[src/rtl/conv_seq_pkg.sv]
`timescale 1ns/1ps
package conv_seq_pkg;
  typedef enum logic [1:0] {
    SQ_IDLE = 2'd0,
    SQ_REQ  = 2'd1,
    SQ_WAIT = 2'd2
  } sq_state_e;
endpackage

[src/rtl/seq_trig.sv]
`timescale 1ns/1ps
module seq_trig (
  input  logic clk,
  input  logic rst_n,
  input  logic trig_in,
  input  logic trig_en,
  input  logic trig_level,
  input  logic idle,
  output logic trig_start
);
  logic trig_prev;

  always_ff @(posedge clk or negedge rst_n) begin
    if (!rst_n) trig_prev <= 1'b0;
    else        trig_prev <= trig_in;
  end

  // edge mode sees the rise only once; level mode re-fires on every idle cycle
  always_comb begin
    if (!trig_en || !idle) trig_start = 1'b0;
    else if (trig_level)   trig_start = trig_in;
    else                   trig_start = trig_in && !trig_prev;
  end
endmodule

[src/rtl/seq_ctrl.sv]
`timescale 1ns/1ps
module seq_ctrl
  import conv_seq_pkg::*;
#(
  parameter int CH_W  = 3,
  parameter int IDX_W = 3,
  parameter int LEN_W = 3
) (
  input  logic             clk,
  input  logic             rst_n,
  input  logic [CH_W-1:0]  cfg_start_ch,
  input  logic [LEN_W-1:0] cfg_len,
  input  logic             cfg_multi,
  input  logic             cfg_fifo,
  input  logic             wr_start,
  input  logic             trig_start,
  input  logic             req_ready,
  input  logic             res_valid,
  output logic             req_valid,
  output logic [CH_W-1:0]  req_ch,
  output logic             res_ready,
  output logic             conv_abort,
  output logic             start_fire,
  output logic             wr_en,
  output logic [IDX_W-1:0] wr_idx,
  output logic             done_set,
  output logic             busy,
  output logic             multi_lat,
  output logic [IDX_W-1:0] conv_cnt
);
  localparam int RW     = LEN_W + 1;
  localparam int MAXLEN = 1 << LEN_W;

  sq_state_e        state;
  logic [CH_W-1:0]  ch_q;
  logic [RW-1:0]    remain_q;
  logic [IDX_W-1:0] cnt_q;
  logic             multi_q;
  logic             accept;
  logic             last;
  logic [RW-1:0]    len_load;

  always_comb begin
    start_fire = wr_start || trig_start;
    accept     = (state == SQ_WAIT) && res_valid && !wr_start;
    last       = (remain_q == RW'(1));
    len_load   = (cfg_len == '0) ? RW'(MAXLEN) : {1'b0, cfg_len};
    req_valid  = (state == SQ_REQ);
    res_ready  = (state == SQ_WAIT);
    busy       = (state != SQ_IDLE);
    conv_abort = wr_start && (state == SQ_WAIT);
    wr_en      = accept;
    wr_idx     = cnt_q;
    done_set   = accept && last;
    req_ch     = ch_q;
    conv_cnt   = cnt_q;
    multi_lat  = multi_q;
  end

  always_ff @(posedge clk or negedge rst_n) begin
    if (!rst_n) begin
      state    <= SQ_IDLE;
      ch_q     <= '0;
      remain_q <= '0;
      cnt_q    <= '0;
      multi_q  <= 1'b0;
    end else if (start_fire) begin
      state    <= SQ_REQ;
      ch_q     <= cfg_start_ch;
      remain_q <= len_load;
      multi_q  <= cfg_multi;
      if (!cfg_fifo) cnt_q <= '0;
    end else begin
      unique case (state)
        SQ_REQ:  if (req_ready) state <= SQ_WAIT;
        SQ_WAIT: if (accept) begin
          cnt_q    <= cnt_q + 1'b1;
          remain_q <= remain_q - 1'b1;
          if (multi_q) ch_q <= ch_q + 1'b1;
          state    <= last ? SQ_IDLE : SQ_REQ;
        end
        default: ;
      endcase
    end
  end
endmodule

[src/rtl/result_bank.sv]
`timescale 1ns/1ps
module result_bank #(
  parameter int IDX_W  = 3,
  parameter int DATA_W = 16
) (
  input  logic              clk,
  input  logic              rst_n,
  input  logic              wr_en,
  input  logic [IDX_W-1:0]  wr_idx,
  input  logic [DATA_W-1:0] wr_data,
  input  logic              clear_all,
  input  logic              done_set,
  input  logic              clr_w1c,
  input  logic [(1<<IDX_W):0] clr_mask,
  input  logic              rd_status,
  input  logic              rd_result,
  input  logic [IDX_W-1:0]  rd_idx,
  input  logic              fast_clr,
  output logic [DATA_W-1:0] rd_data,
  output logic [(1<<IDX_W)-1:0] flags,
  output logic              seq_done
);
  localparam int NREG = 1 << IDX_W;

  logic [DATA_W-1:0] ent [NREG];
  logic              armed_q;
  logic              rd_clr_ok;

  assign rd_clr_ok = rd_result && (fast_clr || armed_q);

  for (genvar g = 0; g < NREG; g++) begin : g_ent
    logic [DATA_W-1:0] data_q;
    logic              flag_q;
    logic              hit;
    assign hit = wr_en && (wr_idx == IDX_W'(g));

    always_ff @(posedge clk or negedge rst_n) begin
      if (!rst_n) begin
        data_q <= '0;
        flag_q <= 1'b0;
      end else begin
        if (hit) data_q <= wr_data;
        if (hit)
          flag_q <= 1'b1;
        else if (clear_all || (clr_w1c && clr_mask[g]) ||
                 (rd_clr_ok && rd_idx == IDX_W'(g)))
          flag_q <= 1'b0;
      end
    end
    assign ent[g]   = data_q;
    assign flags[g] = flag_q;
  end

  assign rd_data = ent[rd_idx];

  always_ff @(posedge clk or negedge rst_n) begin
    if (!rst_n) begin
      armed_q  <= 1'b0;
      seq_done <= 1'b0;
    end else begin
      if (rd_status)      armed_q <= 1'b1;
      else if (rd_result) armed_q <= 1'b0;
      if (done_set)
        seq_done <= 1'b1;
      else if (clear_all || (clr_w1c && clr_mask[NREG]))
        seq_done <= 1'b0;
    end
  end
endmodule

[src/rtl/conv_seq_ring.sv]
`timescale 1ns/1ps
module conv_seq_ring #(
  parameter int CH_W   = 3,
  parameter int IDX_W  = 3,
  parameter int LEN_W  = 3,
  parameter int DATA_W = 16
) (
  input  logic                   clk,
  input  logic                   rst_n,
  input  logic [CH_W-1:0]        cfg_start_ch,
  input  logic [LEN_W-1:0]       cfg_len,
  input  logic                   cfg_multi,
  input  logic                   cfg_fifo,
  input  logic                   cfg_fast_clr,
  input  logic                   cfg_trig_en,
  input  logic                   cfg_trig_level,
  input  logic                   wr_start,
  input  logic                   clr_w1c,
  input  logic [(1<<IDX_W):0]    clr_mask,
  input  logic                   rd_status,
  input  logic                   rd_result,
  input  logic [IDX_W-1:0]       rd_idx,
  output logic [DATA_W-1:0]      rd_data,
  input  logic                   trig_in,
  output logic                   req_valid,
  input  logic                   req_ready,
  output logic [CH_W-1:0]        req_ch,
  output logic                   conv_abort,
  input  logic                   res_valid,
  output logic                   res_ready,
  input  logic [DATA_W-1:0]      res_data,
  output logic                   busy,
  output logic                   seq_done,
  output logic [(1<<IDX_W)-1:0]  res_flags,
  output logic [IDX_W-1:0]       conv_cnt
);
  logic             trig_start;
  logic             start_fire;
  logic             wr_en;
  logic [IDX_W-1:0] wr_idx;
  logic             done_set;
  logic             multi_lat;

  seq_trig u_trig (
    .clk(clk), .rst_n(rst_n), .trig_in(trig_in), .trig_en(cfg_trig_en),
    .trig_level(cfg_trig_level), .idle(!busy), .trig_start(trig_start)
  );

  seq_ctrl #(.CH_W(CH_W), .IDX_W(IDX_W), .LEN_W(LEN_W)) u_ctrl (
    .clk(clk), .rst_n(rst_n), .cfg_start_ch(cfg_start_ch), .cfg_len(cfg_len),
    .cfg_multi(cfg_multi), .cfg_fifo(cfg_fifo), .wr_start(wr_start),
    .trig_start(trig_start), .req_ready(req_ready), .res_valid(res_valid),
    .req_valid(req_valid), .req_ch(req_ch), .res_ready(res_ready),
    .conv_abort(conv_abort), .start_fire(start_fire), .wr_en(wr_en),
    .wr_idx(wr_idx), .done_set(done_set), .busy(busy),
    .multi_lat(multi_lat), .conv_cnt(conv_cnt)
  );

  result_bank #(.IDX_W(IDX_W), .DATA_W(DATA_W)) u_bank (
    .clk(clk), .rst_n(rst_n), .wr_en(wr_en), .wr_idx(wr_idx),
    .wr_data(res_data), .clear_all(start_fire), .done_set(done_set),
    .clr_w1c(clr_w1c), .clr_mask(clr_mask), .rd_status(rd_status),
    .rd_result(rd_result), .rd_idx(rd_idx), .fast_clr(cfg_fast_clr),
    .rd_data(rd_data), .flags(res_flags), .seq_done(seq_done)
  );
endmodule

[config.mk]
export PLATFORM = sky130hd
export DESIGN_NAME = conv_seq_ring
export DESIGN_NICKNAME = d
export VERILOG_FILES = /design/src/rtl/conv_seq_pkg.sv /design/src/rtl/seq_trig.sv /design/src/rtl/seq_ctrl.sv /design/src/rtl/result_bank.sv /design/src/rtl/conv_seq_ring.sv
export SDC_FILE = /design/constraint.sdc
export NUM_CORES = 1
export LEC_CHECK = 0
export ABC_AREA = 1
export ABC_CLOCK_PERIOD_IN_PS = 3300
export BUFFER_PORTS_ARGS = -buffer_cell sky130_fd_sc_hd__buf_4
export CORE_ASPECT_RATIO = 1.25
export CORE_MARGIN = 2
export CORE_UTILIZATION = 40
export DETAILED_ROUTE_END_ITERATION = 6
export MAX_ROUTING_LAYER = met4
export PLACE_DENSITY = 0.69
export SETUP_SLACK_MARGIN = 0.15
export SLEW_MARGIN = 30
export SYNTH_ARGS = -nofsm -noshare
export SYNTH_HDL_FRONTEND = slang
export SYNTH_SLANG_ARGS = --single-unit
[constraint.sdc]
create_clock -name clk -period 3.3 [get_ports clk]
set_input_delay 0 -clock clk [delete_from_list [all_inputs] [get_ports clk]]
set_output_delay 0 -clock clk [all_outputs]
set_load 0.02 [all_outputs]
# ---- After elaboration in Yosys (flattened, before gate mapping)
# Cells that the tools add are included.
dict set report totals {
  ff_bits 152
  inputBits 48
  out_inout_bits 35
  elab_cells 167
}
dict set report classes {
  addsub 3
  n_lt_le_gt_ge 1
  eq_ne 20
  n_mux 42
  n_bitwise 1
  n_reduce_logical 76
}
# operator count
set ops {}
lappend ops {{$bmux 16 s3} 1}
lappend ops {{$mux 16} 2}
lappend ops {{$logic_and 1x1->1} 31}
lappend ops {{$reduce_bool 2->1} 14}
lappend ops {{$eq 3x3->1 const B} 8}
lappend ops {{$mux 3} 8}
lappend ops {{$mux 1} 23}
lappend ops {{$logic_or 1x1->1} 20}
lappend ops {{$mux 4} 4}
lappend ops {{$eq 3x2->1 const B} 4}
lappend ops {{$logic_not 3->1} 3}
lappend ops {{$reduce_and 3->1} 3}
lappend ops {{$add 3x1->3 const B} 2}
lappend ops {{$eq 3x1->1 const B} 2}
lappend ops {{$mux 2} 3}
lappend ops {{$ne 3x1->1 const B} 2}
lappend ops {{$eq 4x1->1 const B} 1}
lappend ops {{$ge 4x4->1 const B} 1}
lappend ops {{$not 3->4} 1}
lappend ops {{$pmux 2 s2} 1}
lappend ops {{$sub 4x1->4 const B} 1}
lappend ops {{$logic_not 1->1} 3}
lappend ops {{$reduce_bool 3->1} 1}
lappend ops {{$eq 2x1->1 const B} 1}
lappend ops {{other kinds (3)} 3}

# ---- Logic depth before layout (Yosys ltp)
dict set report depth {
  ltp_word 9
  depth_mapped 11
}

# ---- By module
# From an unflattened synthesis, not the netlist that was laid out.
dict set report unflattened {
  cells_unflattened 1020
  hier_area_um2 7571.0
}
# mod n_inst cells_each area_per_inst_um2 seq_area_each_um2
set modules_own_cells {}
lappend modules_own_cells {result_bank 1 884 6591.3 3453.3}
lappend modules_own_cells {seq_ctrl 1 130 934.6 325.3}
lappend modules_own_cells {seq_trig 1 5 41.3 25.0}
lappend modules_own_cells {conv_seq_ring 1 1 3.8 0.0}

# ---- Worst setup path before layout
# Ideal clock, no wire load.
dict set report synth_path {
  path_type {register to register}
  from {register u_ctrl.state[0]}
  to {register u_bank.g_ent[5].data_q[2]}
  arrival_ns 1.623
  t_required_ns 3.178
  slack_ns 1.555
  path_stages_with_launch 10
  path_buffers 2
  synth_period_minus_slack_ns 1.745
  cell_sequence {dfrtp_1 inv_1 ha_1 nand2_4 nor2_4 buf_12 nand3_4 clkbuf_8 nand2_1 o21ai_2}
}
dict set report synth_via {
  elab_chain_len 4
}
# item line
set synth_rtl {}
lappend synth_rtl {{start: declaration} seq_ctrl.sv:34} ;# sq_state_e state;
lappend synth_rtl {{start signal: assignment} seq_ctrl.sv:80} ;# state <= last ? SQ_IDLE : SQ_REQ;
lappend synth_rtl {{$eq 2x2->1} n/a}
lappend synth_rtl {{named net res_ready} conv_seq_ring.sv:30} ;# output logic res_ready,
lappend synth_rtl {{$logic_and 1x1->1 (2 in series)} seq_ctrl.sv:45} ;# accept = (state == SQ_WAIT) && res_valid && !wr_start;
lappend synth_rtl {{$logic_and 1x1->1} result_bank.sv:35} ;# assign hit = wr_en && (wr_idx == IDX_W'(g));
lappend synth_rtl {{end signal: assignment} result_bank.sv:42} ;# if (hit) data_q <= wr_data;
lappend synth_rtl {{end: declaration} result_bank.sv:32} ;# logic [DATA_W-1:0] data_q;
# The timed path passes the listed nets, and every way through them passes these cells.
# A chain may end at the register's enable or synchronous reset.

# ---- Final worst setup path
dict set report layout_path {
  from {register u_ctrl.state[0]}
  to {register u_bank.g_ent[4].data_q[10]}
}
dict set report layout_via {
  elab_chain_len 4
}
# item line
set layout_rtl {}
lappend layout_rtl {{$eq 2x2->1} seq_ctrl.sv:45}
lappend layout_rtl {{$logic_and 1x1->1 (2 in series)} seq_ctrl.sv:45}
lappend layout_rtl {{$logic_and 1x1->1} result_bank.sv:35}
lappend layout_rtl {{end signal: assignment} result_bank.sv:42}
lappend layout_rtl {{end: declaration} result_bank.sv:32}
# No other way between the ends.

==> results.toml <==
[outcome]
status = "completed"

[sta]
tightest_slew_ns = 0.783
timing.final.max_slew_violations = 0
final_hold_viol_count = 0
slew_headroom_pct = 47.8
finalClockSkew_ns = 0.00631
min_period_over_period_pct = 75.4
fin_crit_ns = 2.49
max_freq_mhz = 402
setup_viol_count_final = 0
worst_slack_ns = 0.813
rsz0062_at_grt = "false"
tns_ns = 0

[die]
core_mm2 = 0.0179
ios = 83
num_rows = 55
die_area_mm2 = 0.0192
chipWidth_um = 124
die_h_um = 154
initial_core_util_pct = 40.4

[grt]
grt_pass1_wl_mm = 30.1
grt_pass1_vias = 5850
antenna_found_initial = 0
grt_use_total_pct = 20.1
grt_max_degree = 86
gr-total-overflow = 0

[synthesis]
synth_top_family_by_area = "simple AND/OR/NAND/NOR gates"
synth-simple-area-share_pct = 25.9
synth_fa_ha_area_share_pct = 2.08
synth_nets = 908
yosysWarnings = 0
synth_top_area_share_pct = 52.6
yosysUniqueCellTypes = 31
netlist_area_mm2 = 0.00724
synth_compound_area_share_pct = 11.6
synth_edf_count = 0
synth_most_common_cell = "nand2_1"
synthMuxAreaShare_pct = 0
syn-mean-instance-area_um2 = 8.53
syn-instance-count = 848
synth.area.top_cells = "dfrtp_1, nand2_1, o21ai_1"
synthXorXnorAreaFrac_pct = 0.242
ys_top_cells_by_count = "nand2_1, dfrtp_1, o21ai_1"
synth_top_cell_by_area = "dfrtp_1"
synthArstFlopShare_pct = 100
ys_seq_area_share_pct = 52.6
ys.flop_type = "dfrtp_1"
ys_ff_latch = 152

[setup_path]
worst_ep_arrival_time_ns = 2.80
r2r_start = "u_ctrl.state[0]$_DFFE_PN0P_"
crit_type = "flip-flop to flip-flop"
end_kind = "flip-flop"
path_max_fanout = 33
worstPathRequired_ns = 3.61
r2r-end = "u_bank.g_ent[4].data_q[10]$_DFFE_PN0P_"
reg2reg_setup_slack_ns = 0.81
startpoint_type = "flip-flop"
rr_worst_depth = 6

[layout]
diodes = 0
syn2layout_area_growth_pct = 21.4
layout-drive-gt1-share_pct = 15.6
fill_cells = 1712
fin_util_pct = 49.1
nNetsFinal = 1007

[route]
drt-total-wl_mm = 18.1
drt_iter0_markers = 465
num_vias = 5998
ant_nets = 0
drc = 0
wl_per_cell_um = 15.2
routed_via_density = 5.05
drt_pass1_iterations = 5

[place]
pre_cts_ws_ns = 0.820
io_buffers = 82
dp_hpwl_mm = 10.6
place_congestion = 0.805

[min_path]
hold_depth = 4
min_path_type = "input pin to flip-flop"
hold_path_end = "u_bank.g_ent[7].flag_q$_DFFE_PN0P_"
hp-start = "clr_w1c"

[clock_network]
cts_setup_buffers = 0
clk_path_buf_depth = 2
numClockSinks = 152
root_buffer = "clkbuf_16"
cts_tree = "done"
clk_latency_ns = 0.42
cts_max_level = 4
cts_buffers = 17
clk_pin_slew_worst_paths_ns = 0.06

[power]
leakage_nw = 4.29
power_density_mw_per_mm2 = 538
peakVddDrop_mv = 0.274

[job]
drv_cap = 0
==> power breakdown <==
| group | leakage [nW] | switching (mW) | internal, mW |
|---|---|---|---|
| clock | 0.261 | 0.790 | 1.06 |
| sequential | 2.08 | 0.0988 | 2.02 |
| combinational | 1.94 | 0.450 | 0.307 |
==> per-stage QoR <==
step / power [mW] / cells / area (um^2) / hold WS, ns
after floorplan: 2.60 / 848 / 7240 / -0.296
after global placement: 2.86 / 1115 / 7810 / 0.106
after detailed placement: 2.87 / 1115 / 7810 / 0.105
after CTS: 4.76 / 1188 / 8780 / 0.00270
after global routing: 4.96 / 1188 / 8780 / 0.0495
final: 4.73 / 1188 / 8780 / 0.0186
==> area by class of cell <==
type,count,area [um^2],share of cell area [%]
clock buffers,18,439,5.00
clock inverters,14,125,1.42
inverters,44,165,1.88
multi-input cells,602,2880,32.8
flip-flops and latches,152,3800,43.3
well taps,228,285,3.25
repair buffers,130,1080,12.3
==> worst max-delay path, cell delays in order, from the launching register on <==
cell	delay (ns)
dfrtp_1	0.40
inv_1	0.09
ha_1	0.29
nand2_4	0.13
nor2_4	0.43
nand3_2	0.62
o21ai_0	0.40
==> cell families (layout without fill, tap and decap cells) <==
| logic type | Yosys count | after routing |
|---|---|---|
| xor gates and xnor gates | 2 | 2 |
| AOI/OAI and AO/OA | 149 | 149 |
| DFF | 152 | 152 |
| and+or+nand+nor | 439 | 439 |
| adders and majority gates | 12 | 12 |
| buffers and inverters | 94 | 206 |
==> how the worst max path moves through the flow <==
stage | from | endpoint | slack (ns) | cells past startpoint
detailed placement | u_ctrl.state[0]$_DFFE_PN0P_ | u_bank.g_ent[4].data_q[10]$_DFFE_PN0P_ | 0.82 | 6
floorplan | u_ctrl.state[0]$_DFFE_PN0P_ | u_bank.g_ent[5].data_q[2]$_DFFE_PN0P_ | 1.55 | 9
finish | u_ctrl.state[0]$_DFFE_PN0P_ | u_bank.g_ent[4].data_q[10]$_DFFE_PN0P_ | 0.81 | 6
global placement | u_ctrl.state[0]$_DFFE_PN0P_ | u_bank.g_ent[4].data_q[10]$_DFFE_PN0P_ | 1.02 | 6
CTS | u_ctrl.state[0]$_DFFE_PN0P_ | u_bank.g_ent[4].data_q[10]$_DFFE_PN0P_ | 0.79 | 6
global route | u_ctrl.state[0]$_DFFE_PN0P_ | u_bank.g_ent[4].data_q[10]$_DFFE_PN0P_ | 0.55 | 6
==> sequential cells by signal, indices dropped and copies added (netlist names) <==
register	count
u_bank.armed_q	1
u_bank.g_ent.data_q	128
u_bank.g_ent.flag_q	8
u_bank.seq_done	1
u_ctrl.conv_cnt	3
u_ctrl.multi_lat	1
u_ctrl.remain_q	4
u_ctrl.req_ch	3
u_ctrl.state	2
u_trig.trig_prev	1
==> per-layer routing <==
| metal | wire [um] | vias to the layer above | share of wire (%) | GRT usage, % |
|---|---|---|---|---|
| li1 | - | 2935 | - | - |
| met1 | 7950 | 2894 | 44 | 24.8 |
| met2 | 9350 | 149 | 52 | 34.5 |
| met3 | 605 | 20 | 3.3 | 3.49 |
| met4 | 215 | 0 | 1.2 | 5.35 |
| met5 | 0 | - | 0 | - |
==> cell usage in the layout, fill, tap and decap left out, types with 14 or more instances in the layout <==
master           n
buf_4           88
clkbuf_16       17
dfrtp_1        152
dlygate4sd3_1   41
inv_1           42
nand2_1        362
nand3_1         18
nand4_1         33
o21ai_0         53
o21ai_1         66
o21ai_2         14
==> timing repair <==
action / in CTS / in global routing
endpoints found under the hold margin: 207 / 0
hold buffers: 41 / 0
gates resized for setup: 0 / 0
Note: power is estimated with default switching activity, not from simulation.
